### src/rtl/softmute_pkg.sv
package softmute_pkg;

  typedef enum logic [1:0] {
    DIR_HOLD = 2'd0,
    DIR_DOWN = 2'd1,
    DIR_UP   = 2'd2
  } ramp_dir_e;

  // Direction of the ramp, from the request and where the gain sits
  function automatic ramp_dir_e pick_dir(logic mute, logic at_floor, logic at_ceiling);
    if (mute)
      return at_floor ? DIR_HOLD : DIR_DOWN;
    return at_ceiling ? DIR_HOLD : DIR_UP;
  endfunction

endpackage

### src/rtl/smr_step_timer.sv
module smr_step_timer #(
  parameter int STEP_SAMPLES = 8,
  localparam int PH_W = (STEP_SAMPLES > 1) ? $clog2(STEP_SAMPLES) : 1
) (
  input  logic clk,
  input  logic rst,
  input  logic stb,
  input  logic ramp_active,
  output logic step_evt
);

  localparam logic [PH_W-1:0] LAST_PH = PH_W'(STEP_SAMPLES - 1);

  logic [PH_W-1:0] phase;
  logic            phase_wrap;

  assign phase_wrap = (phase == LAST_PH);
  assign step_evt   = stb && ramp_active && phase_wrap;

  always_ff @(posedge clk) begin
    if (rst)
      phase <= '0;
    else if (stb) begin
      if (!ramp_active || phase_wrap)
        phase <= '0;
      else
        phase <= phase + PH_W'(1);
    end
  end

  assert_phase_range_R2: assert property (@(posedge clk) disable iff (rst)
    phase <= LAST_PH);

  assert_idle_phase_R9: assert property (@(posedge clk) disable iff (rst)
    (stb && !ramp_active) |=> (phase == '0));

  assert_phase_hold_R8: assert property (@(posedge clk) disable iff (rst)
    !stb |=> $stable(phase));

endmodule

### src/rtl/smr_gain_ctrl.sv
module smr_gain_ctrl
  import softmute_pkg::*;
#(
  parameter int GAIN_STEPS = 128,
  localparam int GAIN_W = $clog2(GAIN_STEPS + 1)
) (
  input  logic              clk,
  input  logic              rst,
  input  logic              mute,
  input  logic              step_evt,
  output logic [GAIN_W-1:0] gain,
  output logic              ramp_active
);

  localparam logic [GAIN_W-1:0] GAIN_MAX = GAIN_W'(GAIN_STEPS);

  ramp_dir_e dir;

  assign dir         = pick_dir(mute, gain == '0, gain == GAIN_MAX);
  assign ramp_active = (dir != DIR_HOLD);

  always_ff @(posedge clk) begin
    if (rst)
      gain <= GAIN_MAX;
    else if (step_evt) begin
      case (dir)
        DIR_DOWN: gain <= gain - GAIN_W'(1);
        DIR_UP:   gain <= gain + GAIN_W'(1);
        default:  gain <= gain;
      endcase
    end
  end

  assert_gain_range_R6: assert property (@(posedge clk) disable iff (rst)
    gain <= GAIN_MAX);

  assert_gain_hold_R8: assert property (@(posedge clk) disable iff (rst)
    !step_evt |=> $stable(gain));

  assert_gain_down_R2: assert property (@(posedge clk) disable iff (rst)
    (step_evt && mute) |=> (gain == $past(gain) - GAIN_W'(1)));

  assert_gain_up_R3: assert property (@(posedge clk) disable iff (rst)
    (step_evt && !mute) |=> (gain == $past(gain) + GAIN_W'(1)));

endmodule

### src/rtl/smr_scaler.sv
module smr_scaler #(
  parameter int DATA_W     = 16,
  parameter int GAIN_W     = 8,
  parameter int GAIN_SHIFT = 7
) (
  input  logic                     clk,
  input  logic                     rst,
  input  logic                     stb,
  input  logic signed [DATA_W-1:0] sample,
  input  logic        [GAIN_W-1:0] gain,
  output logic signed [DATA_W-1:0] scaled
);

  localparam int PW = DATA_W + GAIN_W + 1;
  localparam logic signed [PW-1:0] BIAS = PW'((1 << GAIN_SHIFT) - 1);
  localparam logic [GAIN_W-1:0] UNITY = GAIN_W'(1 << GAIN_SHIFT);

  // sample * gain / 2^GAIN_SHIFT, quotient truncated toward zero
  function automatic logic signed [DATA_W-1:0] attenuate(
    logic signed [DATA_W-1:0] s, logic [GAIN_W-1:0] g);
    logic signed [PW-1:0] se, ge, prod;
    se   = PW'(s);
    ge   = $signed(PW'({1'b0, g}));
    prod = se * ge;
    if (prod < 0)
      prod = prod + BIAS;
    return DATA_W'(prod >>> GAIN_SHIFT);
  endfunction

  always_ff @(posedge clk) begin
    if (rst)
      scaled <= '0;
    else if (stb)
      scaled <= attenuate(sample, gain);
  end

  assert_unity_pass_R4: assert property (@(posedge clk) disable iff (rst)
    (stb && gain == UNITY) |=> (scaled == $past(sample)));

  assert_zero_out_R4: assert property (@(posedge clk) disable iff (rst)
    (stb && gain == '0) |=> (scaled == '0));

  assert_no_sign_flip_R5: assert property (@(posedge clk) disable iff (rst)
    (stb && sample >= 0) |=> (scaled >= 0));

  assert_out_hold_R8: assert property (@(posedge clk) disable iff (rst)
    !stb |=> $stable(scaled));

endmodule

### src/rtl/softmute_ramp.sv
module softmute_ramp #(
  parameter int DATA_W       = 16,
  parameter int GAIN_STEPS   = 128,
  parameter int STEP_SAMPLES = 8
) (
  input  logic                     clk,
  input  logic                     rst,
  input  logic                     mute_req,
  input  logic                     sample_stb,
  input  logic signed [DATA_W-1:0] left_in,
  input  logic signed [DATA_W-1:0] right_in,
  output logic signed [DATA_W-1:0] left_out,
  output logic signed [DATA_W-1:0] right_out,
  output logic                     fully_muted
);

  localparam int GAIN_W     = $clog2(GAIN_STEPS + 1);
  localparam int GAIN_SHIFT = $clog2(GAIN_STEPS);
  localparam int N_CH       = 2;

  logic              step_evt;
  logic              ramp_active;
  logic [GAIN_W-1:0] gain;

  logic signed [DATA_W-1:0] ch_in  [N_CH];
  logic signed [DATA_W-1:0] ch_out [N_CH];

  smr_step_timer #(.STEP_SAMPLES(STEP_SAMPLES)) u_timer (
    .clk         (clk),
    .rst         (rst),
    .stb         (sample_stb),
    .ramp_active (ramp_active),
    .step_evt    (step_evt)
  );

  smr_gain_ctrl #(.GAIN_STEPS(GAIN_STEPS)) u_gain (
    .clk         (clk),
    .rst         (rst),
    .mute        (mute_req),
    .step_evt    (step_evt),
    .gain        (gain),
    .ramp_active (ramp_active)
  );

  assign ch_in[0] = left_in;
  assign ch_in[1] = right_in;

  for (genvar c = 0; c < N_CH; c++) begin : g_ch
    smr_scaler #(
      .DATA_W     (DATA_W),
      .GAIN_W     (GAIN_W),
      .GAIN_SHIFT (GAIN_SHIFT)
    ) u_scl (
      .clk    (clk),
      .rst    (rst),
      .stb    (sample_stb),
      .sample (ch_in[c]),
      .gain   (gain),
      .scaled (ch_out[c])
    );
  end

  assign left_out    = ch_out[0];
  assign right_out   = ch_out[1];
  assign fully_muted = (gain == '0);

  assert_mute_entry_R6: assert property (@(posedge clk) disable iff (rst)
    $rose(fully_muted) |-> $past(mute_req));

  assert_mute_exit_R7: assert property (@(posedge clk) disable iff (rst)
    $fell(fully_muted) |-> !$past(mute_req));

  assert_silent_out_R4: assert property (@(posedge clk) disable iff (rst)
    (sample_stb && fully_muted) |=> (left_out == '0 && right_out == '0));

endmodule

### config.mk
export PLATFORM = sky130hd
export DESIGN_NAME = softmute_ramp
export DESIGN_NICKNAME = d
export VERILOG_FILES = /design/src/rtl/softmute_pkg.sv /design/src/rtl/smr_step_timer.sv /design/src/rtl/smr_gain_ctrl.sv /design/src/rtl/smr_scaler.sv /design/src/rtl/softmute_ramp.sv
export SDC_FILE = /design/constraint.sdc
export NUM_CORES = 1
export LEC_CHECK = 0
export ABC_AREA = 1
export BUFFER_PORTS_ARGS = -buffer_cell sky130_fd_sc_hd__buf_2
export CORE_MARGIN = 10
export CORE_UTILIZATION = 50
export CTS_CLUSTER_DIAMETER = 120
export CTS_CLUSTER_SIZE = 28
export DETAILED_ROUTE_END_ITERATION = 7
export PLACE_DENSITY = 0.78
export REMOVE_ABC_BUFFERS = 1
export SYNTH_ARGS = -nofsm -noshare
export SYNTH_HDL_FRONTEND = slang
export SYNTH_SLANG_ARGS = --single-unit
export TNS_END_PERCENT = 1
### constraint.sdc
create_clock -name clk -period 10 [get_ports clk]
set_input_delay 0 -clock clk [delete_from_list [all_inputs] [get_ports clk]]
set_output_delay 0 -clock clk [all_outputs]
set_load 0.02 [all_outputs]
==> results of run 1 <==
[metal layers]
metal  GRT usage  routed length (microns)  up-vias
met5           0                        0        -
met4     0.05085                      628        0
met3     0.02249                     1720       42
met2      0.3070                    14080      329
met1      0.2406                    12950     5252
li1            -                        -     5481
[state kept, by name, indices dropped and copies added (netlist names)]
signal,flops
g_ch.u_scl.scaled,32
u_gain.gain,8
u_timer.phase,3
[through the flow]
| step | setup WS [ns] | instance area [sq um] |
|---|---|---|
| after global placement | 4.566 | 13350 |
| after floorplan | 4.861 | 12530 |
| after CTS | 4.387 | 13540 |
| after global routing | 3.923 | 13540 |
| after detailed placement | 4.406 | 13350 |
| final | 4.374 | 13540 |
[cell usage in the layout, fill, tap and decap left out, drive strengths merged]
cell type	Yosys	layout
a211oi	3	3
a31o	1	1
dfxtp	43	43
and2	3	3
o21ai	44	44
clkbuf	72	6
fa	205	205
o21bai	4	4
nand2b	1	1
o211ai	5	5
nor3	2	2
a31oi	1	1
a21boi	1	1
nor4	3	3
nand2	552	552
nand3	84	84
a211o	1	1
nor2	95	95
ha	108	108
a21oi	68	68
xor2	17	17
xnor2	10	10
o41ai	1	1
or2	1	1
bufinv	0	2
nand3b	7	7
buf	4	76
nand4	11	11
inv	549	549
a21o	3	3
[synthesized netlist by cell type, drive strengths merged (7+ instances only)]
cell type  number
nand4          11
ha            108
fa            205
nand2         552
xor2           17
inv           549
dfxtp          43
nor2           95
a21oi          68
xnor2          10
nand3          84
nand3b          7
clkbuf         72
o21ai          44
[path summary, 6_finish.rpt]
check                                   to  slack (ns)
setup reg to reg  g_ch[0].u_scl.scaled[10]        4.37
hold reg to reg    g_ch[1].u_scl.scaled[6]        0.47
hold / removal              u_gain.gain[0]        0.18
setup / recovery  g_ch[0].u_scl.scaled[10]        4.37
[power groups by stage]
stage	combinational, mW	clock, mW	sequential (mW)
2_1_floorplan	0.0871	0	0.199
3_3_place_gp	0.152	0	0.188
3_5_place_dp	0.156	0	0.189
4_1_cts	0.157	0.232	0.185
5_1_grt	0.177	0.236	0.186
6_report	0.157	0.229	0.185
[kinds of logic after synthesis]
| group | Yosys count | share of synthesized area |
|---|---|---|
| AND/OR/NAND/NOR | 759 | 0.2472 |
| buffers and inverters | 625 | 0.1855 |
| adder cells (fa/ha/maj) | 313 | 0.4242 |
| AO/OA/AOI/OAI | 132 | 0.05663 |
| flip-flops | 43 | 0.06695 |
| XOR/XNOR | 27 | 0.01956 |
[layout make-up]
type | count | area (sq um)
clock buffers | 6 | 128.9
clock inverters | 2 | 60.06
repair buffers | 76 | 400.4
fillers | 2391 | 11720
flip-flops and latches | 43 | 860.8
multi-input cells | 1231 | 9613
inverters | 549 | 2061
well taps | 330 | 412.9
==> impl_metrics.yaml, run 1 <==
global_route:
  globalRouteTotalUtil: 0.1823
  grt_max_degree: 57
  grt_first_pass_wirelength_microns: 50720
  grt.overflow.total: 0
  antenna_found_initial: 0
  grt_pass1_vias: 10873
pwr:
  combPwrFrac: 0.275
  ir_worst_vdd_v: 0.00004733
  p_per_area_nw_per_um2: 42.15
  switchingPower_uw: 196.4
  pwr-share-seq: 0.324
  power.internal_uw: 374.2
  p_total_uw: 570.5
  leakage_nw: 8.694
  p_clk_frac: 0.401
  p_sw_frac: 0.3442
run:
  maxCapViolCount: 0
routing:
  vias: 11104
  ant_nets: 0
  wl_per_cell_microns: 13.13
  dr.pass1.iters: 5
  first_iter_violations: 748
  viasPerCell: 4.964
  drc_errors: 0
  routed_wl_microns: 29370
timing:
  rsz0062_at_grt: "false"
  max_slew_margin: 0.3495
  slew_viol_final: 0
  worstMarginPinSlew_ns: 0.9758
  fmax_ghz: 0.1778
  timing.hold.ws_ns: 0.1761
  hold_viol_final: 0
  setup_viol: 0
  post-route-min-period_ns: 5.626
  skew_ns: 0.007826
  finalCritPeriodShare: 0.5626
  fin_setup_tns_ns: 0
run_status:
  status: "finished, final reports clean"
layout:
  num_antenna_cells: 0
  final_nets: 2255
  post-route-util: 0.5360
  layout-drive-gt1-share: 0.07027
  syn_to_final_growth_pct: 5.274
  fin_cells: 2237
synth:
  synthCells: 1899
  ys_ff_latch: 43
  ys_warn_count: 0
  synth-edff-count: 0
  synthArstFlopShare: 0
  synth_area_sq_um: 12860
  syn-mean-instance-area_sq_um: 6.771
  ys_seq_area_frac: 0.06695
  yosysTopAreaCell: "fa_1"
  synth_top_area_share: 0.3192
  synthTopCellsByArea: "fa_1, inv_1, nand2_1"
  yosysUniqueCellTypes: 41
  synth_ff_type: "dfxtp_1"
cts:
  cts_tree: "done"
  ctsHtreeMaxLevel: 2
  cts-root-buf: "clkbuf_16"
  clkSlewWorstSetupHoldPaths_ns: 0.08
  cts_resized: 0
  cts-hold-fix-buffers: 0
  clock_latency_ns: 0.31
  clk_path_buf_depth: 2
  clkSinkCount: 43
  cts_inserted_buffers: 5
  post-cts-setup-buffers: 0
hold_path:
  holdCritPathClass: "primary input to flop"
  min_path_cells: 2
  worstHoldStart: "rst"
die:
  die_w_microns: 180.4
  start_util: 0.5092
  ios: 69
  die-area_sq_um: 32530
  rows: 58
  die_y_microns: 180.4
  coreArea_sq_um: 25250
placed_design:
  io_buffers: 68
  dp.cells: 2229
  routabilityCongestion: 0.8894
  hpwl_microns: 24650
setup_path:
  cp.arrival_ns: 5.78
  cp_common_cell: "fa_1"
  critical_path_class: "flop to flop"
  crit_chain: "buf_4 > nand2_1 > fa_1 > inv_1 > fa_1 > inv_1 > fa_1 > fa_1 > inv_1 > ha_1 > a21o_1 > nand3_1 > nand2_1 > a21oi_1 > nand3_1 > nand2_4 > nand2_1 > nor2_2 > xnor2_1 > a21oi_1"
  r2r-start: "u_gain.gain[0]"
  cp-end-kind: "flop"
  cp_max_fo: 19
  crit_family: "adder cells"
  cp_slowest_stage_delay_ns: 0.72
  startpoint: "u_gain.gain[0]"
  timing.critical_path.buf_inv: 4
  cp-start-kind: "flop"
  required_ns: 10.15
  cp.depth: 20
  critPathSlowestCell: "dfxtp_1"
  reg2reg_depth: 20
Power figures use the tool's default switching activity.
==> run 2, diff against run 1 <==
==> constraint.sdc (replaced) <==
create_clock -name clk -period 5.3 [get_ports clk]
set_input_delay 0 -clock clk [delete_from_list [all_inputs] [get_ports clk]]
set_output_delay 0 -clock clk [all_outputs]
set_load 0.02 [all_outputs]
==> run 2 against run 1 <==
Effect of this change: cell count rose by 0.54%; sequential share of layout area barely moved; non-clock buffer count rose by 11; critical path type unchanged; critical path depth rose by 4; first-iteration DRC count rose by 14%; sequential power rose by 87%; largest power group unchanged; die area did not move; via count rose by 0.46%; global-route usage fell by 0.097 points; setup slack got worse by 4.0 ns.
==> impl_metrics.yaml, run 2 (synthesis results as in run 1) <==
setup_path:
  required_ns: 5.51
  startpoint: "u_gain.gain[1]"
  reg2reg_depth: 24
  ff2ff_setup_slack_ns: 0.33
  regToRegEndpoint: "g_ch[1].u_scl.scaled[15]"
  r2r-start: "u_gain.gain[1]"
  cp.arrival_ns: 5.18
  critical_path_class: "flop to flop"
  cp-end-kind: "flop"
  endpoint: "g_ch[1].u_scl.scaled[15]"
  cp-start-kind: "flop"
  cp_max_fo: 15
global_route:
  grt_first_pass_wirelength_microns: 50660
  globalRouteTotalUtil: 0.1813
  grt.overflow.total: 0
  antenna_found_initial: 1
  grt_pass1_vias: 11117
  grt_max_degree: 33
layout:
  largest_reg_flops: 32
  fillers: 2409
  syn_to_final_growth_pct: 6.889
  final_common_cell: "inv_1"
  post-route-util: 0.5442
  top_register: "g_ch.u_scl.scaled"
  largestRegisters: "g_ch.u_scl.scaled: 32 flops, u_gain.gain: 8 flops, u_timer.phase: 3 flops"
  mostFrequentLayoutCells: "inv_1, nand2_1, fa_1"
  layout-drive-gt1-share: 0.08446
  final_nets: 2266
timing:
  worstMarginPinSlew_ns: 0.9799
  fmax_ghz: 0.2012
  timing.hold.ws_ns: 0.1802
  rsz0062_at_grt: "false"
  skew_ns: 0.007917
  hold_viol_final: 0
  post-route-min-period_ns: 4.971
  fin_setup_tns_ns: 0
  finalCritPeriodShare: 0.9380
  slew_viol_final: 0
  max_slew_margin: 0.3396
  setup_viol: 0
routing:
  first_iter_violations: 856
  routed_wl_microns: 29380
  wl_met1_microns: 12920
  topRoutingLayerUsed: "met4"
  vias: 11155
  dr_wl_met2_microns: 14140
  drc_errors: 0
  ant_nets: 0
  wl_met3_microns: 1783
  wl_per_cell_microns: 13.06
  viasPerCell: 4.960
  dr.pass1.iters: 5
placed_design:
  hpwl_microns: 24560
  routabilityCongestion: 0.9146
  io_buffers: 68
die:
  die_w_microns: 180.4
  rows: 58
  start_util: 0.5092
  ios: 69
  coreArea_sq_um: 25250
  die-area_sq_um: 32530
  die_y_microns: 180.4
run_status:
  status: "finished, final reports clean"
cts:
  cts_tree: "done"
  cts_inserted_buffers: 5
  cts-root-buf: "clkbuf_16"
  clk_path_buf_depth: 2
  clock_latency_ns: 0.31
  clkSinkCount: 43
  ctsHtreeMaxLevel: 2
  clkSlewWorstSetupHoldPaths_ns: 0.07
hold_path:
  min_path_cells: 2
  holdCritPathClass: "primary input to flop"
  worstHoldStart: "rst"
pwr:
  leakage_nw: 8.780
  p_per_area_nw_per_um2: 74.80
  ir_worst_vdd_v: 0.0001024
run:
  maxCapViolCount: 0
[run 2: cell types whose count changed in the layout (fill, tap and decap cells not counted), sizes merged]
cell	delta
bufinv	-1
diode	+1
buf	+10
clkinv	+2
[run 2: worst min-delay path by stage]
stage	to	slack, ns
floorplan	g_ch[0].u_scl.scaled[2]	0.07
global placement	left_out[9]	0.43
CTS	u_gain.gain[0]	0.16
global route	g_ch[1].u_scl.scaled[6]	0.19
detailed placement	left_out[15]	0.43
finish	g_ch[1].u_scl.scaled[2]	0.18
[run 2: report_power, final]
| group | total [mW] | internal [mW] | switching [mW] | leakage, nW |
|---|---|---|---|---|
| Combinational | 0.297 | 0.0954 | 0.201 | 8.34 |
| Sequential | 0.346 | 0.338 | 0.00788 | 0.360 |
| Clock | 0.385 | 0.223 | 0.162 | 0.0838 |
[run 2: routing by layer]
| layer | track usage | vias up |
|---|---|---|
| met1 | 0.2399 | 5307 |
| met3 | 0.02048 | 27 |
| met4 | 0.05085 | 0 |
| met5 | 0 | - |
| met2 | 0.3060 | 304 |
| li1 | - | 5517 |
[run 2: final cells by class]
type,instances,area (sq um),area share
Antenna cell,1,2.502,0.0001821
Tap cell,330,412.9,0.03004
Sequential cell,43,879.6,0.06400
Inverter,549,2061,0.1499
Clock inverter,3,43.79,0.003186
Timing Repair Buffer,87,566.8,0.04124
Multi-Input combinational cell,1231,9653,0.7023
Clock buffer,5,125.1,0.009103
[run 2: what timing repair did]
item / in CTS / in global routing
setup endpoints to repair: 0 / 28
setup buffers: 0 / 1
hold buffers: 0 / 0
resized for setup: 0 / 29
[run 2: through the flow]
| stage | instance area [sq um] | instances | worst slack, ns | power [mW] |
|---|---|---|---|---|
| floorplan | 12530 | 1823 | 0.1615 | 0.5397 |
| global placement | 13450 | 2238 | 0.2211 | 0.6435 |
| detailed placement | 13450 | 2238 | 0.1021 | 0.6504 |
| CTS | 13620 | 2246 | 0.09893 | 1.039 |
| global route | 13740 | 2249 | 0.009116 | 1.087 |
| finish | 13740 | 2249 | 0.3287 | 1.028 |
[run 2: critical path: stages (launching register included)]
cell and delay [ns]:
dfxtp_2 0.40, buf_6 0.20, nand2_1 0.09, fa_1 0.51
inv_1 0.05, fa_1 0.48, fa_1 0.57, inv_1 0.06
fa_1 0.47, inv_1 0.04, ha_1 0.40, nand2_1 0.14
nor2_1 0.23, and2_1 0.23, nand4_1 0.22, nand4_1 0.16
nand2_1 0.08, inv_1 0.07, nand2_1 0.05, nor2_1 0.11
nand2_1 0.06, nand2_1 0.05, nand3_1 0.06, nand2_1 0.08
inv_1 0.04
==> run 3, diff against run 2 <==
--- a/config.mk
+++ b/config.mk
@@ -7,12 +7,15 @@
 export LEC_CHECK = 0
 export ABC_AREA = 1
 export BUFFER_PORTS_ARGS = -buffer_cell sky130_fd_sc_hd__buf_2
+export CELL_PAD_IN_SITES_DETAIL_PLACEMENT = 0
+export CELL_PAD_IN_SITES_GLOBAL_PLACEMENT = 1
 export CORE_MARGIN = 10
-export CORE_UTILIZATION = 50
+export CORE_UTILIZATION = 47
 export CTS_CLUSTER_DIAMETER = 120
 export CTS_CLUSTER_SIZE = 28
 export DETAILED_ROUTE_END_ITERATION = 7
-export PLACE_DENSITY = 0.78
+export GPL_TIMING_DRIVEN = 1
+export PLACE_DENSITY = 0.95
 export REMOVE_ABC_BUFFERS = 1
 export SYNTH_ARGS = -nofsm -noshare
 export SYNTH_HDL_FRONTEND = slang
==> run 3 against run 2 <==
Effect of this change: utilization fell by 3.3 points; global-route usage is 0.17 points lower; largest cell class unchanged; register-to-register slack got worse by 0.04 ns; setup slack got worse by 0.040 ns; flip-flop and latch count did not move; clock skew up 0.0010 ns; wire length up 1.1%; clock power is 15% lower; worst hold slack gained 0.0064 ns; cell count rose by 0.80%; via count increased by 0.23%; cell area rose by 0.18%.
==> impl_metrics.yaml, run 3 (synthesis results as in run 1) <==
pwr:
  ir_worst_vdd_v: 0.0001023
  p_per_area_nw_per_um2: 70.84
  leakage_nw: 8.794
  p_total_uw: 975.4
routing:
  vias: 11181
  dr.pass1.iters: 5
  ant_nets: 0
  viasPerCell: 4.932
  routed_wl_microns: 29700
  wl_per_cell_microns: 13.10
  first_iter_violations: 696
  drc_errors: 0
placed_design:
  routabilityCongestion: 0.9170
  place_area_sq_um: 13510
  dp.cells: 2255
  io_buffers: 68
  hpwl_microns: 24940
global_route:
  grt.overflow.total: 0
  globalRouteTotalUtil: 0.1796
  grt_max_degree: 57
  antenna_found_initial: 1
  grt_pass1_vias: 11148
  grt_first_pass_wirelength_microns: 51290
hold_path:
  holdCritPathClass: "primary input to flop"
  worstHoldStart: "rst"
die:
  die-area_sq_um: 34380
  die_w_microns: 185.4
  die_y_microns: 185.4
  ios: 69
  coreArea_sq_um: 26950
  rows: 60
  start_util: 0.4771
layout:
  fin_cells: 2267
  mostFrequentLayoutCells: "inv_1, nand2_1, fa_1"
  final_common_cell: "inv_1"
  top_register: "g_ch.u_scl.scaled"
  largest_reg_flops: 32
  largestRegisters: "g_ch.u_scl.scaled: 32 flops, u_gain.gain: 8 flops, u_timer.phase: 3 flops"
  fin_area_sq_um: 13770
  final_nets: 2273
  layout-drive-gt1-share: 0.08883
  syn_to_final_growth_pct: 7.084
setup_path:
  startpoint: "u_gain.gain[1]"
  r2r-start: "u_gain.gain[1]"
  cp_max_fo: 13
  cp-start-kind: "flop"
  endpoint: "g_ch[1].u_scl.scaled[15]"
  critical_path_class: "flop to flop"
  required_ns: 5.50
  reg2reg_depth: 24
  ff2ff_setup_slack_ns: 0.29
  regToRegEndpoint: "g_ch[1].u_scl.scaled[15]"
  cp-end-kind: "flop"
  cp.arrival_ns: 5.22
cts:
  cts-hold-fix-buffers: 0
  clock_latency_ns: 0.31
  clk_path_buf_depth: 2
  clkSlewWorstSetupHoldPaths_ns: 0.07
  ctsHtreeMaxLevel: 2
  cts-root-buf: "clkbuf_16"
  cts_tree: "done"
  cts_inserted_buffers: 5
  clkSinkCount: 43
timing:
  skew_ns: 0.008928
  slew_viol_final: 0
  hold_viol_final: 0
  fin_setup_tns_ns: 0
  setup_viol: 0
  finalCritPeriodShare: 0.9456
  fmax_ghz: 0.1995
  worstMarginPinSlew_ns: 0.9876
  post-route-min-period_ns: 5.012
  rsz0062_at_grt: "true"
  max_slew_margin: 0.3344
  timing.hold.ws_ns: 0.1867
run:
  maxCapViolCount: 0
run_status:
  status: "finished, final reports clean"
## run 3: cell types whose count changed in the layout (fill, tap and decap cells not counted), sizes merged
cell	delta
buf	+7
bufinv	-1
clkbuf	+2
clkinv	-1
## run 3: cell type report
cell class,instances,area [sq um]
clock inverters,1,5.005
diodes,1,2.502
flip-flops and latches,43,872.1
repair buffers,94,605.6
well taps,341,426.7
inverters,549,2061
fillers,2649,13180
multi-input cells,1231,9664
clock buffers,7,132.6
## run 3: critical path, cell delays in order (launching register included)
cell and delay, ns:
dfxtp_2 0.47, buf_6 0.21, nand2_1 0.09, fa_1 0.50, inv_1 0.06, fa_1 0.48, fa_1 0.56, inv_1 0.05
fa_1 0.47, inv_1 0.04, ha_1 0.40, nand2_1 0.15, nor2_2 0.19, a21boi_0 0.29, o21ai_0 0.19, nand4_1 0.11
nand2_1 0.09, inv_1 0.08, nand2_1 0.05, nor2_1 0.14, nand2_1 0.06, nand2_1 0.05, nand3_1 0.06, nand2_1 0.08
inv_1 0.03
## run 3: how the worst min path moves through the flow
stage                              endpoint  slack, ns  cells after the start
global placement                left_out[9]       0.43                      1
finish                       u_gain.gain[0]       0.19                      2
floorplan           g_ch[0].u_scl.scaled[2]       0.07                      1
global route                 u_gain.gain[0]       0.22                      2
detailed placement             left_out[10]       0.43                      1
CTS                          u_gain.gain[0]       0.18                      2
## run 3: what timing repair did
| item | 4_1_cts | 5_1_grt |
|---|---|---|
| cloned | 0 | 1 |
| pin swaps | 0 | 1 |
| buffers inserted | 0 | 2 |
| resized for setup | 1 | 26 |
| setup endpoints to repair | 6 | 29 |
## run 3: power by group
group | switching, mW | internal [mW]
logic | 0.203 | 0.0969
clock network | 0.153 | 0.175
registers | 0.00862 | 0.339
total | 0.364 | 0.611
## run 3: per-layer routing
| layer | share of wire | track usage | up-vias |
|---|---|---|---|
| li1 | - | - | 5526 |
| met1 | 0.46 | 0.2387 | 5376 |
| met2 | 0.47 | 0.3039 | 253 |
| met3 | 0.052 | 0.01998 | 26 |
| met4 | 0.017 | 0.04486 | 0 |
| met5 | 0 | 0 | - |
## run 3: stage by stage
stage          setup slack, ns  utilization
2_1_floorplan           0.1615            -
3_3_place_gp         -0.002238       0.5013
3_5_place_dp           -0.1585       0.5013
4_1_cts                0.05962       0.5065
5_1_grt               -0.04536       0.5109
6_report                0.2885       0.5109
